==> src/rtl/wf_pkg.sv <==
package wf_pkg;
  localparam int CMD_W = 32;

  localparam logic [CMD_W-1:0] CMD_NOFRAME = 32'd0;
  localparam logic [CMD_W-1:0] CMD_HALT    = 32'd1;
  localparam logic [CMD_W-1:0] CMD_COPY    = 32'd2;
  localparam logic [CMD_W-1:0] CMD_FILL    = 32'd3;
  localparam logic [CMD_W-1:0] CMD_SUM     = 32'd4;
  localparam logic [CMD_W-1:0] CMD_MISCONF = 32'hFFFF_FFFE;
  localparam logic [CMD_W-1:0] CMD_ERROR   = 32'hFFFF_FFFF;

  localparam int SEL_CMD  = 0;
  localparam int SEL_CTRL = 1;
  localparam int SEL_MSI  = 2;
  localparam int SEL_BEG  = 3;
  localparam int SEL_END  = 4;
  localparam int SEL_STR  = 5;
  localparam int SEL_SSID = 6;
  localparam int SEL_ERR  = 7;

  typedef enum logic [1:0] {
    V_HALT    = 2'd0,
    V_START   = 2'd1,
    V_ZSTRIDE = 2'd2,
    V_MISCONF = 2'd3
  } verdict_e;

  function automatic logic is_running(input logic [CMD_W-1:0] c);
    return (c >= CMD_COPY) && (c <= CMD_SUM);
  endfunction
endpackage

==> src/rtl/wf_validator.sv <==
module wf_validator #(
  parameter int ADDR_W = 64,
  parameter int SSID_W = 20
) (
  input  logic [31:0]       code,
  input  logic [31:0]       ssid,
  input  logic [2:0]        beg_lo,
  input  logic [2:0]        fin_lo,
  input  logic [ADDR_W-1:0] stride,
  output wf_pkg::verdict_e  verdict
);
  import wf_pkg::*;

  function automatic logic ssid_ok(input logic [31:0] s);
    return (s == 32'hFFFF_FFFF) || ((s >> SSID_W) == 32'd0);
  endfunction

  function automatic logic sum_aligned(input logic [2:0] b, input logic [2:0] e);
    return (b == 3'b000) && (e == 3'b111);
  endfunction

  logic fields_bad;
  always_comb begin
    fields_bad = !ssid_ok(ssid) || ((code == CMD_SUM) && !sum_aligned(beg_lo, fin_lo));
    if (code == CMD_NOFRAME || code == CMD_HALT)
      verdict = V_HALT;
    else if (!is_running(code) || fields_bad)
      verdict = V_MISCONF;
    else if (stride == '0)
      verdict = V_ZSTRIDE;
    else
      verdict = V_START;
  end
endmodule

==> src/rtl/wf_irq_unit.sv <==
module wf_irq_unit (
  input  logic clk,
  input  logic rst_n,
  input  logic raise,
  input  logic resp_valid,
  input  logic resp_abort,
  output logic irq_req,
  output logic ev_abort
);
  logic req_q;

  always_ff @(posedge clk) begin
    if (!rst_n)          req_q <= 1'b0;
    else if (raise)      req_q <= 1'b1;
    else if (resp_valid) req_q <= 1'b0;
  end

  assign irq_req  = req_q;
  assign ev_abort = resp_valid && resp_abort && req_q;

  assert_req_held_R7: assert property (@(posedge clk) disable iff (!rst_n)
    (req_q && !resp_valid) |=> req_q);
  assert_resp_clears_R7: assert property (@(posedge clk) disable iff (!rst_n)
    (req_q && resp_valid && !raise) |=> !req_q);
endmodule

==> src/rtl/work_frame_ctrl.sv <==
module work_frame_ctrl #(
  parameter int ADDR_W = 64,
  parameter int SSID_W = 20,
  parameter int SEL_W  = 3
) (
  input  logic              clk,
  input  logic              rst_n,
  input  logic              wr_en,
  input  logic [SEL_W-1:0]  wr_sel,
  input  logic [ADDR_W-1:0] wr_data,
  input  logic [SEL_W-1:0]  rd_sel,
  output logic [ADDR_W-1:0] rd_data,
  output logic              wk_start,
  output logic [2:0]        wk_op,
  input  logic              wk_done,
  input  logic              wk_abort,
  input  logic [ADDR_W-1:0] wk_fail_addr,
  output logic              irq_req,
  output logic [ADDR_W-1:0] irq_addr,
  input  logic              irq_resp_valid,
  input  logic              irq_resp_abort
);
  import wf_pkg::*;
  localparam int PAD = ADDR_W - CMD_W;

  logic [CMD_W-1:0]  cmd_q, uctrl_q, ssid_q;
  logic [ADDR_W-1:0] msi_q, beg_q, fin_q, stride_q, err_q;
  logic              start_q;

  // named internal events
  logic     running, idle_wr, cmd_wr;
  logic     ev_start, ev_misconf, ev_zstride, ev_finish, ev_irq_abort, irq_raise;
  verdict_e verdict;

  assign running    = is_running(cmd_q);
  assign idle_wr    = wr_en && !running;
  assign cmd_wr     = idle_wr && (wr_sel == SEL_W'(SEL_CMD));
  assign ev_start   = cmd_wr && (verdict == V_START);
  assign ev_misconf = cmd_wr && (verdict == V_MISCONF);
  assign ev_zstride = cmd_wr && (verdict == V_ZSTRIDE);
  assign ev_finish  = running && wk_done;
  assign irq_raise  = (ev_finish || ev_zstride) && (msi_q != '0);

  wf_validator #(.ADDR_W(ADDR_W), .SSID_W(SSID_W)) u_valid (
    .code    (wr_data[CMD_W-1:0]),
    .ssid    (ssid_q),
    .beg_lo  (beg_q[2:0]),
    .fin_lo  (fin_q[2:0]),
    .stride  (stride_q),
    .verdict (verdict)
  );

  wf_irq_unit u_irq (
    .clk        (clk),
    .rst_n      (rst_n),
    .raise      (irq_raise),
    .resp_valid (irq_resp_valid),
    .resp_abort (irq_resp_abort),
    .irq_req    (irq_req),
    .ev_abort   (ev_irq_abort)
  );

  // command word
  always_ff @(posedge clk) begin
    if (!rst_n) cmd_q <= CMD_NOFRAME;
    else if (ev_finish) cmd_q <= wk_abort ? CMD_ERROR : CMD_HALT;
    else if (cmd_wr) begin
      unique case (verdict)
        V_HALT:    cmd_q <= CMD_HALT;
        V_START:   cmd_q <= wr_data[CMD_W-1:0];
        V_ZSTRIDE: cmd_q <= CMD_ERROR;
        default:   cmd_q <= CMD_MISCONF;
      endcase
    end
  end

  // plain frame fields, writable only while idle
  always_ff @(posedge clk) begin
    if (!rst_n) begin
      msi_q <= '0; beg_q <= '0; fin_q <= '0; stride_q <= '0; ssid_q <= '0;
    end else if (idle_wr) begin
      if (wr_sel == SEL_W'(SEL_MSI))  msi_q    <= wr_data;
      if (wr_sel == SEL_W'(SEL_BEG))  beg_q    <= wr_data;
      if (wr_sel == SEL_W'(SEL_END))  fin_q    <= wr_data;
      if (wr_sel == SEL_W'(SEL_STR))  stride_q <= wr_data;
      if (wr_sel == SEL_W'(SEL_SSID)) ssid_q   <= wr_data[CMD_W-1:0];
    end
  end

  // user control: software value, engine sets bit 0 on message abort
  always_ff @(posedge clk) begin
    if (!rst_n) uctrl_q <= '0;
    else begin
      if (idle_wr && wr_sel == SEL_W'(SEL_CTRL)) uctrl_q <= wr_data[CMD_W-1:0];
      if (ev_irq_abort) uctrl_q[0] <= 1'b1;
    end
  end

  // error address
  always_ff @(posedge clk) begin
    if (!rst_n)                       err_q <= '0;
    else if (ev_finish && wk_abort)   err_q <= wk_fail_addr;
    else if (ev_zstride)              err_q <= beg_q;
  end

  always_ff @(posedge clk) begin
    if (!rst_n) start_q <= 1'b0;
    else        start_q <= ev_start;
  end

  assign wk_start = start_q;
  assign wk_op    = cmd_q[2:0];
  assign irq_addr = msi_q;

  always_comb begin
    unique case (int'(rd_sel))
      SEL_CMD:  rd_data = {{PAD{1'b0}}, cmd_q};
      SEL_CTRL: rd_data = {{PAD{1'b0}}, uctrl_q};
      SEL_MSI:  rd_data = msi_q;
      SEL_BEG:  rd_data = beg_q;
      SEL_END:  rd_data = fin_q;
      SEL_STR:  rd_data = stride_q;
      SEL_SSID: rd_data = {{PAD{1'b0}}, ssid_q};
      default:  rd_data = err_q;
    endcase
  end

  assert_busy_cmd_hold_R2: assert property (@(posedge clk) disable iff (!rst_n)
    (running && !wk_done) |=> (cmd_q == $past(cmd_q)));
  assert_busy_field_hold_R2: assert property (@(posedge clk) disable iff (!rst_n)
    running |=> $stable(beg_q) && $stable(stride_q) && $stable(msi_q));
  assert_start_running_R3: assert property (@(posedge clk) disable iff (!rst_n)
    wk_start |-> running);
  assert_start_single_R3: assert property (@(posedge clk) disable iff (!rst_n)
    wk_start |=> !wk_start);
  assert_finish_irq_R5: assert property (@(posedge clk) disable iff (!rst_n)
    (ev_finish && msi_q != '0) |=> irq_req);
  assert_misconf_quiet_R6: assert property (@(posedge clk) disable iff (!rst_n)
    (ev_misconf && !irq_req) |=> !irq_req);
  assert_abort_flag_R7: assert property (@(posedge clk) disable iff (!rst_n)
    ev_irq_abort |=> uctrl_q[0]);
  assert_misconf_code_R11: assert property (@(posedge clk) disable iff (!rst_n)
    ev_misconf |=> (cmd_q == CMD_MISCONF));
  assert_zstride_nostart_R10: assert property (@(posedge clk) disable iff (!rst_n)
    ev_zstride |=> (!wk_start && cmd_q == CMD_ERROR));
endmodule

==> config.mk <==
export PLATFORM = sky130hd
export DESIGN_NAME = work_frame_ctrl
export DESIGN_NICKNAME = d
export VERILOG_FILES = /design/src/rtl/wf_pkg.sv /design/src/rtl/wf_validator.sv /design/src/rtl/wf_irq_unit.sv /design/src/rtl/work_frame_ctrl.sv
export SDC_FILE = /design/constraint.sdc
export NUM_CORES = 1
export LEC_CHECK = 0
export BUFFER_PORTS_ARGS = -buffer_cell sky130_fd_sc_hd__clkbuf_2
export CAP_MARGIN = 40
export CORE_AREA = 8 8 263 265
export CTS_CLUSTER_DIAMETER = 150
export CTS_CLUSTER_SIZE = 8
export DETAILED_ROUTE_END_ITERATION = 8
export DIE_AREA = 0 0 271 273
export SYNTH_ARGS = -nofsm -noshare
export SYNTH_HDL_FRONTEND = slang
export SYNTH_HIERARCHICAL = 1
export SYNTH_SLANG_ARGS = --single-unit
export TNS_END_PERCENT = 1
==> constraint.sdc <==
create_clock -name clk -period 2.4 [get_ports clk]
set_input_delay 0.24 -clock clk [delete_from_list [all_inputs] [get_ports clk]]
set_output_delay 0.24 -clock clk [all_outputs]
set_load 0.01 [all_outputs]
[Word level (Yosys, flattened, before mapping)]
Index checks and enable logic that the tools add are counted.
Storage, ports and cells
  input port bits: 141
  register bits after elaboration: 418
  word-level logic and storage cells: 87
  output and inout port bits: 133
Operators by class
  order comparisons: 4
  reductions and logical operators: 40
  muxes and demuxes: 14
  eq/ne operators: 18
Operators with widths (number)
  case mux 64 bit (7 select lines): 1
  two-way mux 64 bit: 2
  two-way mux 32 bit: 3
  case mux 32 bit (3 select lines): 1
  >= comparator 32 x 2 -> 1 bit, second input constant: 2
  less-or-equal comparator 32 x 3 -> 1 bit, second input constant: 2
  zero test 32 bit: 2
  zero test 64 bit: 1
  nonzero test 64 bit: 1
  == test 32 x 1 -> 1 bit, second input constant: 1
  == test 32 x 3 -> 1 bit, second input constant: 1
  == test 32 bit, second input constant: 1
  == test 3 bit, second input constant: 7
  logical AND 1 bit: 14
  == test 3 x 2 -> 1 bit, second input constant: 4
  AND reduction 2 bit: 5
  zero test 3 bit: 3
  nonzero test 2 bit: 4
  == test 3 x 1 -> 1 bit, second input constant: 2
  two-way mux 2 bit: 3
  logical OR 1 bit: 5
  zero test 1 bit: 4
  two-way mux 1 bit: 4
  == test 2 x 1 -> 1 bit, second input constant: 1
  2 further kinds: 2

[Longest topological paths before layout]
  depth in word-level cells: 13
  gate-level depth with buffers: 11
  mapped depth without buffers: 9

[Cells and area by module]
Netlist, hierarchy kept.
By module, submodules not included
  work_frame_ctrl: area each 21455.6 µm², instances 1, cells an instance 2622
  wf_validator: area each 359.1 µm², instances 1, cells an instance 57
  wf_irq_unit: area each 41.3 µm², instances 1, cells an instance 4

[Worst setup path after synthesis]
No wires, ideal clock.
  path kind: reg-to-reg
  from: register stride_q[0]
  to: register cmd_q[0]
  data arrival time: 2.318 ns
  setup time: 0.122 ns
  required time: 2.278 ns
  setup slack: -0.040 ns
  stages on the path, launching flop included: 10
  path buffers: 3
  path through: dfxtp_1 -> nor4_1 -> nand4_1 -> or4_1 -> a31oi_1 -> clkbuf_1 -> clkbuf_1 -> clkbuf_1 -> o2111ai_1 -> o311a_1
On the way
  cells in the longest elaborated chain, start to end: 8
  elaborated cells on any way between the ends: 10
  classes of those cells: 2 x eq/ne; 6 x mux; 2 x reduce/logical
RTL lines
  from (decl): RTL line work_frame_ctrl.sv:27  | logic [ADDR_W-1:0] msi_q, beg_q, fin_q, stride_q, err_q;
  from (signal assigned): RTL line work_frame_ctrl.sv:85  | if (wr_sel == SEL_W'(SEL_STR)) stride_q <= wr_data;
  zero test 64 bit (*): RTL line wf_validator.sv:29  | else if (stride == '0)
  two-way mux 2 bit (*): RTL line wf_validator.sv:29
  two-way mux 2 bit (*): RTL line wf_validator.sv:27  | else if (!is_running(code) || fields_bad)
  two-way mux 2 bit (*): RTL line wf_validator.sv:25  | if (code == CMD_NOFRAME || code == CMD_HALT)
  via verdict[1]: RTL line work_frame_ctrl.sv:33  | verdict_e verdict;
  == test 2 bit, or another cell as far along: RTL line work_frame_ctrl.sv:68  | unique case (verdict)
  case mux 32 bit (3 select lines) (*): RTL line work_frame_ctrl.sv:68
  two-way mux 32 bit (*): RTL line work_frame_ctrl.sv:67  | else if (cmd_wr) begin
  two-way mux 32 bit (*): RTL line work_frame_ctrl.sv:66  | else if (ev_finish) cmd_q <= wk_abort ? CMD_ERROR : CMD_HALT;
  to (signal assigned): RTL line work_frame_ctrl.sv:66
  to (signal assigned): RTL line work_frame_ctrl.sv:70  | V_START: cmd_q <= wr_data[CMD_W-1:0];
  to (decl): RTL line work_frame_ctrl.sv:26  | logic [CMD_W-1:0] cmd_q, uctrl_q, ssid_q;
The timed path passes the listed nets; every way through them passes the cells marked *. The select of a mux whose other input is x is not followed.
A chain may end at the register's enable or synchronous reset.

[Worst setup path in the final report]
  from: register stride_q[22]
  to: register err_q[4]
On the way
  cells in the longest elaborated chain, start to end: 7
RTL lines
  zero test 64 bit: RTL line wf_validator.sv:29
  two-way mux 2 bit: RTL line wf_validator.sv:29
  two-way mux 2 bit: RTL line wf_validator.sv:27
  two-way mux 2 bit: RTL line wf_validator.sv:25
  via verdict[1]: RTL line work_frame_ctrl.sv:33
  == test 2 bit: RTL line work_frame_ctrl.sv:40  | assign ev_zstride = cmd_wr && (verdict == V_ZSTRIDE);
  logical AND 1 bit: RTL line work_frame_ctrl.sv:40
  nonzero test 2 bit (no line)
  to (signal assigned): RTL line work_frame_ctrl.sv:102  | else if (ev_finish && wk_abort) err_q <= wk_fail_addr;
  to (signal assigned): RTL line work_frame_ctrl.sv:103  | else if (ev_zstride) err_q <= beg_q;
  to (decl): RTL line work_frame_ctrl.sv:27
The timed path passes the listed nets, and every way through them passes these cells.

==> results.cfg <==
[outcome]
run_status = finished with violations
violations = setup timing

[global_routing]
busiest_layer = met2
grt_util_all_layers_pct = 25.0
congestion_overflow_gr = 0
grt_first_pass_wirelength_mm = 146
largest_net_degree_at_the_start_of_global_routing = 140
antenna_found_initial = 1
use_met1_pct = 34.6
grtUsageMet2_pct = 39.4
number_of_global_route_vias_before_repair = 22400
grt.met3_usage_pct = 4.33

[final_layout]
final_common_cell = sky130_fd_sc_hd__dfxtp_1
multi_input_combinational_cell_area_um2 = 12400
ff_latch_area_um2 = 8370
flow.area_growth_from_synthesis_pct = 31.2
final_design_area_no_fill_um2 = 28700
drive_gt1_share_pct = 25.4
fin_util_pct = 44.1
antenna_cells = 0
final.fill_count = 6515
most-common-layout-cells = 417 x sky130_fd_sc_hd__dfxtp_1, 408 x sky130_fd_sc_hd__o21ai_0, 321 x sky130_fd_sc_hd__nand3_1
layout_net_count = 3240

[worst_setup_path]
timing.critical_path.arrival_ns = 3.24
worstPathMaxFanout = 24
worstSetupStartpointType = register
crit_path_required_time_ns = 2.92
path_cells = nor4_4 -> buf_4 -> nand4_1 -> or4_4 -> a31oi_4 -> buf_12 -> buf_16 -> and3_1 -> a31oi_1 -> a21oi_1
critPathSlowestCell = sky130_fd_sc_hd__or4_4
critical_path.max_stage_delay_ns = 0.55
path_class = register to register
worstSetupEndpointType = register

[timing]
finalCritPeriodShare_pct = 113
worst_slew_pin_slew_ns = 0.763
setup_violations = 98
setup_repair_after_global_routing_missed_its_margin = true
maxSlewViolCount = 0
clock-skew-final_ns = 0.0341
hold_viol = 0
max-slew-margin-rel_pct = 49.1
final.min_clock_period_ns = 2.72
final.setup.worst_slack_ns = -0.317
fmaxAchievable_ghz = 0.368

[routing]
finalWirelength_mm = 97.7
route.detailed.drc = 0
first_pass_iters = 6
final_antenna_net_count = 0
detail_route.iter0.violations = 2877
wire_per_inst_um = 24.6
vias = 23600
avgViaCountPerCell = 5.96

[yosys]
yosys_most_used_dff = sky130_fd_sc_hd__dfxtp_1
ys_types = 59
synth.cell_area_um2 = 21900
avgSynthCellArea_um2 = 8.15
yosysTopAreaCell = sky130_fd_sc_hd__dfxtp_1
synth_enable_flop_cells = 0
post_synth_main_area_contributors = sky130_fd_sc_hd__dfxtp_1 38%, sky130_fd_sc_hd__o21ai_0 10%, sky130_fd_sc_hd__nand3_1 7.4%, sky130_fd_sc_hd__a21boi_0 5.8%, sky130_fd_sc_hd__a21boi_1 5.2%
syn_inst = 2683
mappedNetlistNets = 2824
synth_top_area_share_pct = 38.3
synth_sequential_area_ratio_pct = 38.3
synth.yosys.warnings = 6
synth.ff_latch_count = 418
async_flop_share_pct = 0

[power]
power.density_cell_area_nw_per_um2 = 609
peakVddDrop_v = 0.000565
static_power_due_to_leakage_nw = 10.9

[floorplan]
design.die.area_um2 = 74000
start_util_pct = 33.6
rows = 94
num_io_pins = 274
die-width_um = 271
die_y_um = 273
fp.coreArea_um2 = 65000

[clocking]
cts_sinks = 418
insertion_delay_ns = 0.62
clock_tree.buffer_depth = 3
clkSlewWorstSetupHoldPaths_ns = 0.05
clock_buffers_created_by_tritoncts = 58
tritoncts = built
cts-htree-levels = 2
clock_tree.root_cell = sky130_fd_sc_hd__clkbuf_16

[flow_run]
drv_cap = 0

[placement]
postPlaceCellArea_um2 = 25900
post-dp-hpwl_mm = 64.2
last_weighted_congestion_value_of_the_routability_driven_placer = 0.865
io_buffer_count = 273

[hold_path]
min_path_type = input port to register
[final timing paths]
kind,startpoint,endpoint,slack [ns],cells after the start
setup / recovery,stride_q[22],err_q[4],-0.32,10
hold / removal,wr_data[29],fin_q[29],0.04,4
setup reg to reg,stride_q[22],err_q[4],-0.32,10
hold reg to reg,err_q[21],err_q[21],0.47,2
[cells by family (layout without fill, tap and decap cells)]
group / Yosys count / count (layout) / share of synthesized area, %
AOI/OAI and AO/OA: 1177 / 1177 / 33.8
and+or+nand+nor: 658 / 658 / 15.7
DFF: 418 / 418 / 38.3
buffers and inverters: 319 / 737 / 6.43
muxes: 111 / 111 / 5.75
[stage by stage]
| step | setup WS (ns) | total power [mW] | setup TNS, ns | hold slack [ns] | std cells |
|---|---|---|---|---|---|
| floorplan | -0.0321 | 8.58 | -0.643 | 0.358 | 2683 |
| global placement | -0.453 | 9.91 | -39.23 | 0.455 | 3803 |
| detailed placement | -0.473 | 9.92 | -40.38 | 0.462 | 3803 |
| CTS | -0.280 | 17.5 | -21.32 | 0.0158 | 3965 |
| global route | -0.410 | 18.0 | -33.61 | 0.0539 | 3965 |
| finish | -0.317 | 17.5 | -25.43 | 0.0391 | 3965 |
[worst max-delay path: cells and delay by family, from the launching register on]
family	cells	cell delay, ns
buffers and inverters	3	0.57
AO/OA/AOI/OAI	3	0.45
AND/OR/NAND/NOR	4	1.23
flip-flops	1	0.34
[layer usage]
layer  vias up  wire [µm]  part of all wire [%]
li1      10800          -                     -
met3       169       8570                   8.8
met4         2       2810                   2.9
met5         -         13                 0.013
met1     11400      42100                    43
met2      1232      44200                    45
[state kept, by name, summed over array words and instances, names as in the netlist, 32 cells and up]
name / flops
beg_q: 64
err_q: 64
fin_q: 64
irq_addr: 64
stride_q: 64
cmd_q: 32
ssid_q: 32
uctrl_q: 32
[synth_stat cells (all sizes together), types with 9 or more instances]
cell type  instances
a211oi             9
nand2             87
nor2              75
nand4             18
dfxtp            418
and3              67
o22ai             16
o22a              13
nor4              52
a31oi             79
buf              105
clkbuf           210
mux2              56
mux2i             49
a22o              31
a221oi            15
a21boi           322
nor2b             10
o221a             31
nand3            324
o21ai            515
a21oi            121
[repair_timing]
action | CTS | global route
buffers inserted | 1 | 0
endpoints found under the hold margin | 194 | 0
hold buffers | 97 | 0
gates resized for setup | 54 | 25
endpoints found under the setup margin | 99 | 127
pin swaps | 15 | 7
cloned | 2 | 0
[where the power goes]
part           leakage (nW)  internal (mW)  switching [mW]
Combinational          6.72           1.08            1.66
Clock                 0.755           4.35            3.13
Sequential             3.38           7.11           0.135
Total                  10.9           12.5            4.93
[area by class of cell]
cell class,count,area share (%)
Multi-Input combinational cell,1946,43.1
Tap cell,864,3.77
Sequential cell,418,29.2
Clock inverter,2,0.135
Clock buffer,60,5.24
Timing Repair Buffer,671,18.5
Inverter,4,0.0524
Power figures use the tool's default switching activity.
